## config.mk

```make
export PLATFORM = sky130hd
export DESIGN_NAME = tile_line_expander
export DESIGN_NICKNAME = d
export VERILOG_FILES = /design/src/rtl/tlx_pkg.sv /design/src/rtl/tlx_deinterleave.sv /design/src/rtl/tlx_pixel_former.sv /design/src/rtl/tlx_beat_sequencer.sv /design/src/rtl/tile_line_expander.sv
export SDC_FILE = /design/constraint.sdc
export NUM_CORES = 1
export LEC_CHECK = 0
export BUFFER_PORTS_ARGS = -buffer_cell sky130_fd_sc_hd__buf_2
export CELL_PAD_IN_SITES_DETAIL_PLACEMENT = 1
export CELL_PAD_IN_SITES_GLOBAL_PLACEMENT = 1
export CORE_ASPECT_RATIO = 0.75
export CORE_MARGIN = 5
export CORE_UTILIZATION = 41
export CTS_CLUSTER_SIZE = 14
export DETAILED_ROUTE_END_ITERATION = 10
export PLACE_DENSITY = 0.76
export RECOVER_POWER = 25
export SLEW_MARGIN = 20
export SYNTH_ARGS = -nofsm -noshare
export SYNTH_HDL_FRONTEND = slang
export SYNTH_SLANG_ARGS = --single-unit
```

## constraint.sdc

```tcl
create_clock -name clk -period 5.6 [get_ports clk]
set_input_delay 0.28 -clock clk [delete_from_list [all_inputs] [get_ports clk]]
set_output_delay 0.28 -clock clk [all_outputs]
set_load 0.02 [all_outputs]
```

## src/rtl/tlx_pkg.sv

```systemverilog
package tlx_pkg;
  localparam int PIX_W        = 4;
  localparam int PAL_W        = 4;
  localparam int ADDR_W       = 12;
  localparam int ROW_W        = 3;
  localparam int PIX_PER_LINE = 8;
  localparam int PIX_PER_WORD = 4;
  localparam int WORDS        = PIX_PER_LINE / PIX_PER_WORD;
  localparam int BYTE_W       = PAL_W + PIX_W;
  localparam int WORD_W       = PIX_PER_WORD * BYTE_W;
  localparam int LINE_W       = PIX_PER_LINE * PIX_W;
  localparam int ENTRY_W      = PAL_W + ADDR_W;

  typedef enum logic {
    PLANE_OPAQUE      = 1'b0,
    PLANE_TRANSPARENT = 1'b1
  } plane_mode_e;

  typedef struct packed {
    logic [PAL_W-1:0]  pal;
    logic [ADDR_W-1:0] addr;
  } map_entry_t;
endpackage

```

## src/rtl/tlx_deinterleave.sv

```systemverilog
module tlx_deinterleave
  import tlx_pkg::*;
(
  input  logic [LINE_W-1:0]                  line,
  output logic [PIX_PER_LINE-1:0][PIX_W-1:0] pix
);
  // Pixels of the first word take odd slots, pixels of the second word
  // take even slots, counting slots from the top nibble.
  for (genvar i = 0; i < PIX_PER_LINE; i++) begin : g_pix
    localparam int GRP  = i / PIX_PER_WORD;
    localparam int POS  = i % PIX_PER_WORD;
    localparam int SLOT = 2 * POS + ((GRP == 0) ? 1 : 0);
    localparam int LSB  = LINE_W - PIX_W * (SLOT + 1);
    assign pix[i] = line[LSB +: PIX_W];
  end
endmodule

```

## src/rtl/tlx_pixel_former.sv

```systemverilog
module tlx_pixel_former
  import tlx_pkg::*;
(
  input  logic [PAL_W-1:0]  pal,
  input  logic [PIX_W-1:0]  idx,
  input  plane_mode_e       mode,
  output logic [BYTE_W-1:0] pix_byte
);
  logic clear;
  assign clear = (mode == PLANE_TRANSPARENT) && (idx == '0);

  always_comb begin
    if (clear) pix_byte = '0;
    else       pix_byte = {pal, idx};
  end
endmodule

```

## src/rtl/tlx_beat_sequencer.sv

```systemverilog
module tlx_beat_sequencer
  import tlx_pkg::*;
(
  input  logic                        clk,
  input  logic                        rst,
  input  logic                        in_valid,
  output logic                        in_ready,
  input  logic [WORDS-1:0][WORD_W-1:0] load_words,
  input  logic [ADDR_W-1:0]           load_addr,
  input  logic [ROW_W-1:0]            load_row,
  output logic                        out_valid,
  input  logic                        out_ready,
  output logic [WORD_W-1:0]           out_word,
  output logic                        out_second,
  output logic [ADDR_W-1:0]           out_tile_addr,
  output logic [ROW_W-1:0]            out_row
);
  logic                         busy_q;
  logic                         second_q;
  logic [WORDS-1:0][WORD_W-1:0] words_q;
  logic [ADDR_W-1:0]            addr_q;
  logic [ROW_W-1:0]             row_q;
  logic                         take;
  logic                         hand;

  assign in_ready = !busy_q;
  assign take     = in_valid && in_ready;
  assign hand     = busy_q && out_ready;

  always_ff @(posedge clk) begin
    if (rst) begin
      busy_q   <= 1'b0;
      second_q <= 1'b0;
    end else if (take) begin
      busy_q   <= 1'b1;
      second_q <= 1'b0;
    end else if (hand) begin
      if (second_q) begin
        busy_q   <= 1'b0;
        second_q <= 1'b0;
      end else begin
        second_q <= 1'b1;
      end
    end
  end

  always_ff @(posedge clk) begin
    if (take) begin
      words_q <= load_words;
      addr_q  <= load_addr;
      row_q   <= load_row;
    end
  end

  assign out_valid     = busy_q;
  assign out_second    = second_q;
  assign out_word      = second_q ? words_q[1] : words_q[0];
  assign out_tile_addr = addr_q;
  assign out_row       = row_q;

  a_r1_accept_starts_first: assert property (@(posedge clk) disable iff (rst)
    (in_valid && in_ready) |=> (out_valid && !out_second));

  a_r7_hold_on_stall: assert property (@(posedge clk) disable iff (rst)
    (out_valid && !out_ready) |=> (out_valid && $stable(out_word) &&
      $stable(out_second) && $stable(out_tile_addr) && $stable(out_row)));

  a_r8_no_ready_while_busy: assert property (@(posedge clk) disable iff (rst)
    out_valid |-> !in_ready);

  a_r6_second_follows_first: assert property (@(posedge clk) disable iff (rst)
    (out_valid && out_ready && !out_second) |=> (out_valid && out_second));

  a_r9_side_fields_steady: assert property (@(posedge clk) disable iff (rst)
    (out_valid && out_ready && !out_second) |=>
      ($stable(out_tile_addr) && $stable(out_row)));

  a_r10_idle_after_second: assert property (@(posedge clk) disable iff (rst)
    (out_valid && out_ready && out_second) |=> (!out_valid && in_ready));
endmodule

```

## src/rtl/tile_line_expander.sv

```systemverilog
module tile_line_expander
  import tlx_pkg::*;
(
  input  logic               clk,
  input  logic               rst,
  input  logic               in_valid,
  output logic               in_ready,
  input  logic [15:0]        in_entry,
  input  logic [31:0]        in_line,
  input  logic               in_transparent,
  input  logic [2:0]         in_row,
  output logic               out_valid,
  input  logic               out_ready,
  output logic [31:0]        out_word,
  output logic               out_second,
  output logic [11:0]        out_tile_addr,
  output logic [2:0]         out_row
);
  map_entry_t                        entry;
  plane_mode_e                       mode;
  logic [PIX_PER_LINE-1:0][PIX_W-1:0] pix;
  logic [PIX_PER_LINE-1:0][BYTE_W-1:0] bytes;
  logic [WORDS-1:0][WORD_W-1:0]        words;

  assign entry = map_entry_t'(in_entry);
  assign mode  = plane_mode_e'(in_transparent);

  tlx_deinterleave u_deint (
    .line (in_line),
    .pix  (pix)
  );

  for (genvar i = 0; i < PIX_PER_LINE; i++) begin : g_form
    tlx_pixel_former u_form (
      .pal      (entry.pal),
      .idx      (pix[i]),
      .mode     (mode),
      .pix_byte (bytes[i])
    );
  end

  // Lower-numbered pixel lands in the more significant byte of its word.
  for (genvar w = 0; w < WORDS; w++) begin : g_word
    for (genvar p = 0; p < PIX_PER_WORD; p++) begin : g_byte
      assign words[w][(PIX_PER_WORD-1-p)*BYTE_W +: BYTE_W] =
        bytes[w*PIX_PER_WORD + p];
    end
  end

  tlx_beat_sequencer u_seq (
    .clk           (clk),
    .rst           (rst),
    .in_valid      (in_valid),
    .in_ready      (in_ready),
    .load_words    (words),
    .load_addr     (entry.addr),
    .load_row      (in_row),
    .out_valid     (out_valid),
    .out_ready     (out_ready),
    .out_word      (out_word),
    .out_second    (out_second),
    .out_tile_addr (out_tile_addr),
    .out_row       (out_row)
  );
endmodule

```

* Word-level counts from Yosys, hierarchy flattened
Index checks and enable logic that the tools add are counted.
Word-level totals: flip-flop bits (word level) 81, output and inout bits 50, bits of input ports 56, logic and storage cells 40
Operators by class: muxes and demuxes 5, reduce and logical (&&, ||, !) cells 23
Operators with widths (count):
- zero test 4 bit | 8
- 2-to-1 mux 32 bit | 1
- logical AND 1 bit | 10
- 2-to-1 mux 1 bit | 4
- nonzero test 2 bit | 2
- AND reduction 2 bit | 1
- OR reduction 2 bit | 1
- zero test 1 bit | 1

* Depth between registers and ports, before layout
Gate-level depths: netlist of run 1.
depth after elaboration 4, gate-level depth with buffers 4

* Modules after synthesis
From an unflattened synthesis of run 1, not the netlist that was laid out.
Second synthesis, totals: cell total of the unflattened synthesis 236, area, all modules 3707.3 µm²
By module, submodules not included:
- tlx_beat_sequencer | area each 2976.6 µm², times used 1, cells an instance 124
- tlx_pixel_former | area each 61.3 µm², times used 8, cells an instance 10
- tlx_deinterleave | area each 240.2 µm², times used 1, cells an instance 32

* Least setup slack after synthesis of run 1
OpenSTA, ideal clock, no wires.
kind register to register, start register u_seq.busy_q, in the netlist u_seq.out_valid, end register u_seq.row_q[0], in the netlist u_seq.out_row[0] (enable), setup time 525 ps, cell stages (with the launch flop) 2, arrival time 3934 ps, setup slack 1141 ps, path through dfxtp_1 nor2b_1
Between the ends: word-level cells in the longest chain between the ends 2
RTL lines:
- start: declaration | RTL line tlx_beat_sequencer.sv:18 | logic busy_q;
- start signal: assignment | RTL line tlx_beat_sequencer.sv:32 | busy_q <= 1'b0;
- start signal: assignment | RTL line tlx_beat_sequencer.sv:35 | busy_q <= 1'b1;
- start signal: assignment | RTL line tlx_beat_sequencer.sv:39 | busy_q <= 1'b0;
- zero test 1 bit | RTL line tlx_beat_sequencer.sv:26 | assign in_ready = !busy_q;
- logical AND 1 bit | RTL line tlx_beat_sequencer.sv:27 | assign take = in_valid && in_ready;
- via u_seq.take | RTL line tlx_beat_sequencer.sv:23 | logic take;
- end signal: assignment | RTL line tlx_beat_sequencer.sv:51 | row_q <= load_row;
- end: declaration | RTL line tlx_beat_sequencer.sv:22 | logic [ROW_W-1:0] row_q;
The timed path passes the listed nets, and every way through them passes these cells. A chain may end at the register's enable or synchronous reset.

* Final worst setup path of run 1
start register u_seq.second_q, in the netlist u_seq.out_second, end output out_word[21]
Between the ends: word-level cells in the longest chain between the ends 1
RTL lines:
- start: declaration | RTL line tlx_beat_sequencer.sv:19 | logic second_q;
- start signal: assignment | RTL line tlx_beat_sequencer.sv:33 | second_q <= 1'b0;
- start signal: assignment | RTL line tlx_beat_sequencer.sv:36 | second_q <= 1'b0;
- start signal: assignment | RTL line tlx_beat_sequencer.sv:40 | second_q <= 1'b0;
- 2-to-1 mux 32 bit | RTL line tlx_beat_sequencer.sv:57 | assign out_word = second_q ? words_q[1] : words_q[0];
- end: declaration | RTL line tile_line_expander.sv:14 | output logic [31:0] out_word,
Every way passes these cells.

==> results of run 1 <==
## critical path: cells and delay by family (launching register included)
family                 cells  cell delay (ns)
buffers and inverters      1             0.16
DFF                        1             0.79
muxes                      1             0.41
## logic make-up (layout without fill, tap and decap cells)
family / after synthesis / in the layout
muxes: 32 / 32
DFF: 81 / 81
and+or+nand+nor: 52 / 52
AOI/OAI and AO/OA: 2 / 2
xor gates and xnor gates: 1 / 1
buffers and inverters: 37 / 122
## flip-flops by register name, summed over array words and instances, names as in the netlist
| name | cells |
|---|---|
| u_seq.words_q | 64 |
| u_seq.out_tile_addr | 12 |
| u_seq.out_row | 3 |
| u_seq.out_second | 1 |
| u_seq.out_valid | 1 |
## layout by cell type (no fill, tap or decap), types with 2 or more instances in the layout
cell | synthesis | final
buf_2 | 0 | 81
edfxtp_1 | 79 | 79
mux2_4 | 29 | 29
and2_1 | 29 | 28
clkbuf_1 | 32 | 25
clkbuf_8 | 0 | 9
nor4_1 | 8 | 8
nand2_1 | 7 | 7
nor2b_1 | 5 | 4
mux2_2 | 3 | 3
clkinvlp_4 | 0 | 3
nor2_1 | 2 | 2
## synth_stat cells
| master | n |
|---|---|
| a21oi_1 | 1 |
| a311oi_2 | 1 |
| and2_1 | 29 |
| buf_12 | 3 |
| buf_6 | 1 |
| clkbuf_1 | 32 |
| dfxtp_1 | 2 |
| edfxtp_1 | 79 |
| inv_1 | 1 |
| mux2_2 | 3 |
| mux2_4 | 29 |
| nand2_1 | 7 |
| nor2_1 | 2 |
| nor2b_1 | 5 |
| nor3b_1 | 1 |
| nor4_1 | 8 |
| xor2_1 | 1 |
## final cells by class
type | count | share of cell area, %
inverter | 1 | 0.0927
timing repair buffer | 106 | 12.4
tap | 105 | 3.24
multi-input combinational | 87 | 20.0
clock inverter | 5 | 1.42
clock buffer | 10 | 3.15
sequential | 81 | 59.7
## through the flow
step / cells / area [µm²] / utilization, % / setup WS (ns) / power [mW]
floorplan: 205 / 3410 / - / 1.14 / 0.840
global placement: 380 / 3890 / 48.7 / 3.63 / 0.885
detailed placement: 380 / 3890 / 48.7 / 3.61 / 0.892
CTS: 395 / 4080 / 51.0 / 3.20 / 1.30
global route: 395 / 4050 / 50.7 / 3.51 / 1.34
finish: 395 / 4050 / 50.7 / 3.62 / 1.28
## final timing paths
| kind | depth (start not counted) | from | endpoint | slack [ns] |
|---|---|---|---|---|
| max | 2 | u_seq.out_second | out_word[21] | 3.62 |
| min | 1 | in_entry[9] | u_seq.out_tile_addr[9] | 0.1 |
| max reg2reg | 2 | u_seq.out_valid | u_seq.words_q[52] | 3.88 |
| min reg2reg | 2 | u_seq.out_valid | u_seq.out_valid | 0.66 |
## per-layer routing
metal | GRT usage [%] | part of all wire [%] | up-vias
li1 | - | - | 880
met1 | 16.2 | 39 | 917
met2 | 23.6 | 49 | 75
met3 | 6.43 | 11 | 9
met4 | 4.80 | 1.0 | 0
met5 | 0 | 0 | -
## power groups by stage
stage	Clock, mW	Combinational [mW]	Sequential, mW
6_report	0.405	0.147	0.724
5_1_grt	0.455	0.160	0.728
4_1_cts	0.421	0.154	0.725
3_5_place_dp	0	0.153	0.739
3_3_place_gp	0	0.149	0.736
2_1_floorplan	0	0.0988	0.741
==> impl_metrics.yaml, run 1 <==
cells_and_area:
  drive_gt1_share_pct: 45.2
  area_delta_synth_final_pct: 18.8
  fillerInstances: 814
  diodes: 0
  multi_input_area_um2: 810
  fin_nets: 342
  register_area_um2: 2420
timing:
  hold_viol_final: 0
  fmax_mhz: 505
  drv_slew: 0
  period_share_pct: 35.4
  skew_ns: 0.0104
  worst_pin_slew_ns: 0.993
  hold_ws_ns: 0.0976
  rsz0062_at_grt: "false"
  setup_viol: 0
  finalSetupTns_ns: 0
  min_period_ns: 1.98
  relSlewSlack_pct: 33.8
yosys:
  synthesis.area_um2: 3410
  synthMuxAreaShare_pct: 13.8
  synth_xor_area_share_pct: 0.257
  yosysSeqAreaShare_pct: 70.8
  syn_nets: 261
  synthSimpleGateAreaFrac_pct: 8.92
  netlist.area_leader.share_pct: 69.6
  syn_area_per_cell_um2: 16.6
  yosys_warnings: 0
  synth_area_leaders: "edfxtp_1 (70%), mux2_4 (13%), and2_1 (5.3%)"
  synth_seq_cells: 81
  yosysTopAreaCell: "edfxtp_1"
  synthAdderAreaFrac_pct: 0
  synth_top_family_by_area: "multiplexers"
  netlist_instances: 205
  synth-compound-area-share_pct: 0.587
  synth.distinct_cells: 17
critical_path:
  worstSetupPathType: "flip-flop to output port"
  cp_max_fo: 36
  end_kind: "output port"
  critPathSlowestCell: "dfxtp_4"
  required_ns: 5.32
  arrival_ns: 1.70
  path_cells: "mux2_2 > buf_2"
  critPathLaunchType: "flip-flop"
  max_stage_delay_ns: 0.79
pwr:
  power_density_nw_per_um2: 315
  p_sw_share_pct: 23.6
  leakagePower_nw: 1.53
  combinationalPowerShare_pct: 11.5
  seqPwrFrac_pct: 56.7
  intPower_uw: 975
  clock_power_share_pct: 31.7
  ir_worst_vdd_mv: 0.180
  p_switching_uw: 301
floorplan:
  start_util_pct: 42.7
  core_area_um2: 7990
  placementRows: 28
  die_w_um: 115
  die-area_um2: 10300
  fp.dieH_um: 89.0
  pin_count: 106
clock_network:
  tritoncts: "done"
  clock_sinks: 81
  clk_pin_slew_ns: 0.09
  cts-resized-gates: 0
  cts_setup_buffers: 0
  cts_inserted_buffers: 9
  cts_buffer_depth: 2
  clk_latency_ns: 0.35
  htreeDepth: 3
  root_buffer: "clkbuf_8"
  cts_hold_buf: 0
placement:
  hpwlAfterDp_um: 4850
  port_buffers: 105
  place.gp.congestion: 0.720
global_route:
  grt_max_degree: 80
  antenna_found_initial: 0
  grt_pass1_wl_um: 10700
  grt_overflow: 0
  grtUsageTotal_pct: 14.1
  grt_pass1_vias: 2087
route:
  drt_pass1_iterations: 4
  routed_wl_um: 6750
  remaining_drc_errors: 0
  wl_per_cell_um: 17.1
  drt_iter0_drc: 86
  vias: 1881
  antenna_left: 0
  via_per_inst: 4.76
min_path:
  hold_class: "input port to flip-flop"
run:
  drv_cap: 0
status:
  status: "completed"
(Power assumes the default switching activity.)
==> run 2: changes to the inputs <==
==> constraint.sdc (replaced) <==
create_clock -name clk -period 2 [get_ports clk]
set_input_delay 0.1 -clock clk [delete_from_list [all_inputs] [get_ports clk]]
set_output_delay 0.1 -clock clk [all_outputs]
set_load 0.02 [all_outputs]
==> impl_metrics.yaml, run 2 (synthesis results as in run 1) <==
cells_and_area:
  fin_area_um2: 4570
  layout_common_cells: "edfxtp_1 (79), buf_2 (66), dlygate4sd3_1 (49)"
  largest_reg_flops: 64
  fillerInstances: 794
  final_cells: 446
  layout_commonest_cell: "edfxtp_1"
  finish.utilization_pct: 57.3
  fin_nets: 392
  diodes: 0
  top_register: "u_seq.words_q"
  area_delta_synth_final_pct: 34.1
  drive_gt1_share_pct: 35.8
clock_network:
  root_buffer: "clkbuf_8"
  clk_latency_ns: 0.35
  cts_buffer_depth: 2
  clock_sinks: 81
  htreeDepth: 3
  cts_inserted_buffers: 9
  cts-resized-gates: 0
  tritoncts: "done"
  clk_pin_slew_ns: 0.08
timing:
  worst_pin_slew_ns: 0.457
  hold_viol_final: 0
  period_share_pct: 81.0
  skew_ns: 0.00802
  finalSetupTns_ns: 0
  min_period_ns: 1.62
  drv_slew: 0
  rsz0062_at_grt: "false"
  setup_viol: 0
  fmax_mhz: 617
  relSlewSlack_pct: 69.2
placement:
  place_inst: 381
  placed_cell_area_um2: 3930
  place.gp.congestion: 0.714
  port_buffers: 105
  hpwlAfterDp_um: 4860
global_route:
  antenna_found_initial: 0
  grtUsageTotal_pct: 16.2
  grt_max_degree: 80
  grt_pass1_vias: 2343
  grt_pass1_wl_um: 12200
  grt_overflow: 0
pwr:
  leakagePower_nw: 1.73
  fin_total_pwr_mw: 3.72
  power_density_nw_per_um2: 814
  ir_worst_vdd_mv: 0.426
critical_path:
  arrival_ns: 1.52
  critPathLaunchType: "flip-flop"
  critPathSlowestCell: "dfxtp_2"
  cp_max_fo: 32
  required_ns: 1.90
  end_kind: "output port"
  path_cells: "buf_12 > mux2_4 > buf_2"
  worstSetupPathType: "flip-flop to output port"
  max_stage_delay_ns: 0.40
floorplan:
  core_area_um2: 7990
  start_util_pct: 42.7
  pin_count: 106
  fp.dieH_um: 89.0
  placementRows: 28
  die_w_um: 115
  die-area_um2: 10300
route:
  remaining_drc_errors: 0
  wl_per_cell_um: 17.5
  drt_pass1_iterations: 4
  routed_wl_um: 7830
  drt_iter0_drc: 71
  via_per_inst: 4.60
  antenna_left: 0
  vias: 2051
status:
  status: "completed"
min_path:
  hold_class: "input port to flip-flop"
run:
  drv_cap: 0
-- run 2: changes by cell type in the layout (fill, tap and decap cells not counted), moves of 2 or more --
cell           before  now
buf_12              0    2
buf_2              81   66
clkbuf_1           25   37
clkbuf_2            0    2
clkinvlp_4          3    1
dlygate4sd3_1       0   49
inv_6               0    3
-- run 2: layout make-up --
type	count	area (µm²)	area share (%)
Clock buffer	9	124	2.71
Clock inverter	7	77.6	1.70
Inverter	1	3.75	0.0821
Multi-Input combinational cell	87	810	17.7
Sequential cell	81	2420	52.9
Tap cell	105	131	2.87
Timing Repair Buffer	156	1010	22.1
-- run 2: path summary, 6_finish.rpt --
check	startpoint	cells after the start	slack [ns]	endpoint
setup / recovery	u_seq.out_second	3	0.38	out_word[19]
hold / removal	in_valid	4	0.08	u_seq.out_second
setup reg to reg	u_seq.out_second	3	0.52	u_seq.out_valid
hold reg to reg	u_seq.out_valid	2	0.58	u_seq.out_second
-- run 2: metal layers --
metal	track usage, %	up-vias	part of all wire (%)
met5	0	-	0
met1	18.1	994	39
li1	-	980	-
met2	29.3	70	52
met3	6.43	7	7.4
met4	3.84	0	0.83
-- run 2: power breakdown --
group,switching (mW),internal [mW]
logic,0.267,0.249
registers,0.0318,1.98
clock network,0.607,0.589
-- run 2: stage by stage --
step                      setup WS (ns)  hold WS, ns
final                             0.381       0.0819
after global routing              0.305       0.0872
after CTS                         0.344       0.0677
after detailed placement          0.738        0.279
after global placement            0.761        0.276
after floorplan                  0.0138        0.166
-- run 2: timing repair --
action,4_1_cts,5_1_grt
hold buffers,49,0
hold endpoints to repair,49,0
setup buffers,0,0
-- run 2: critical path, delay by kind of cell, from the launching register on --
kind | cells | cell delay [ns]
flops | 1 | 0.40
buf+inv | 2 | 0.43
mux | 1 | 0.33
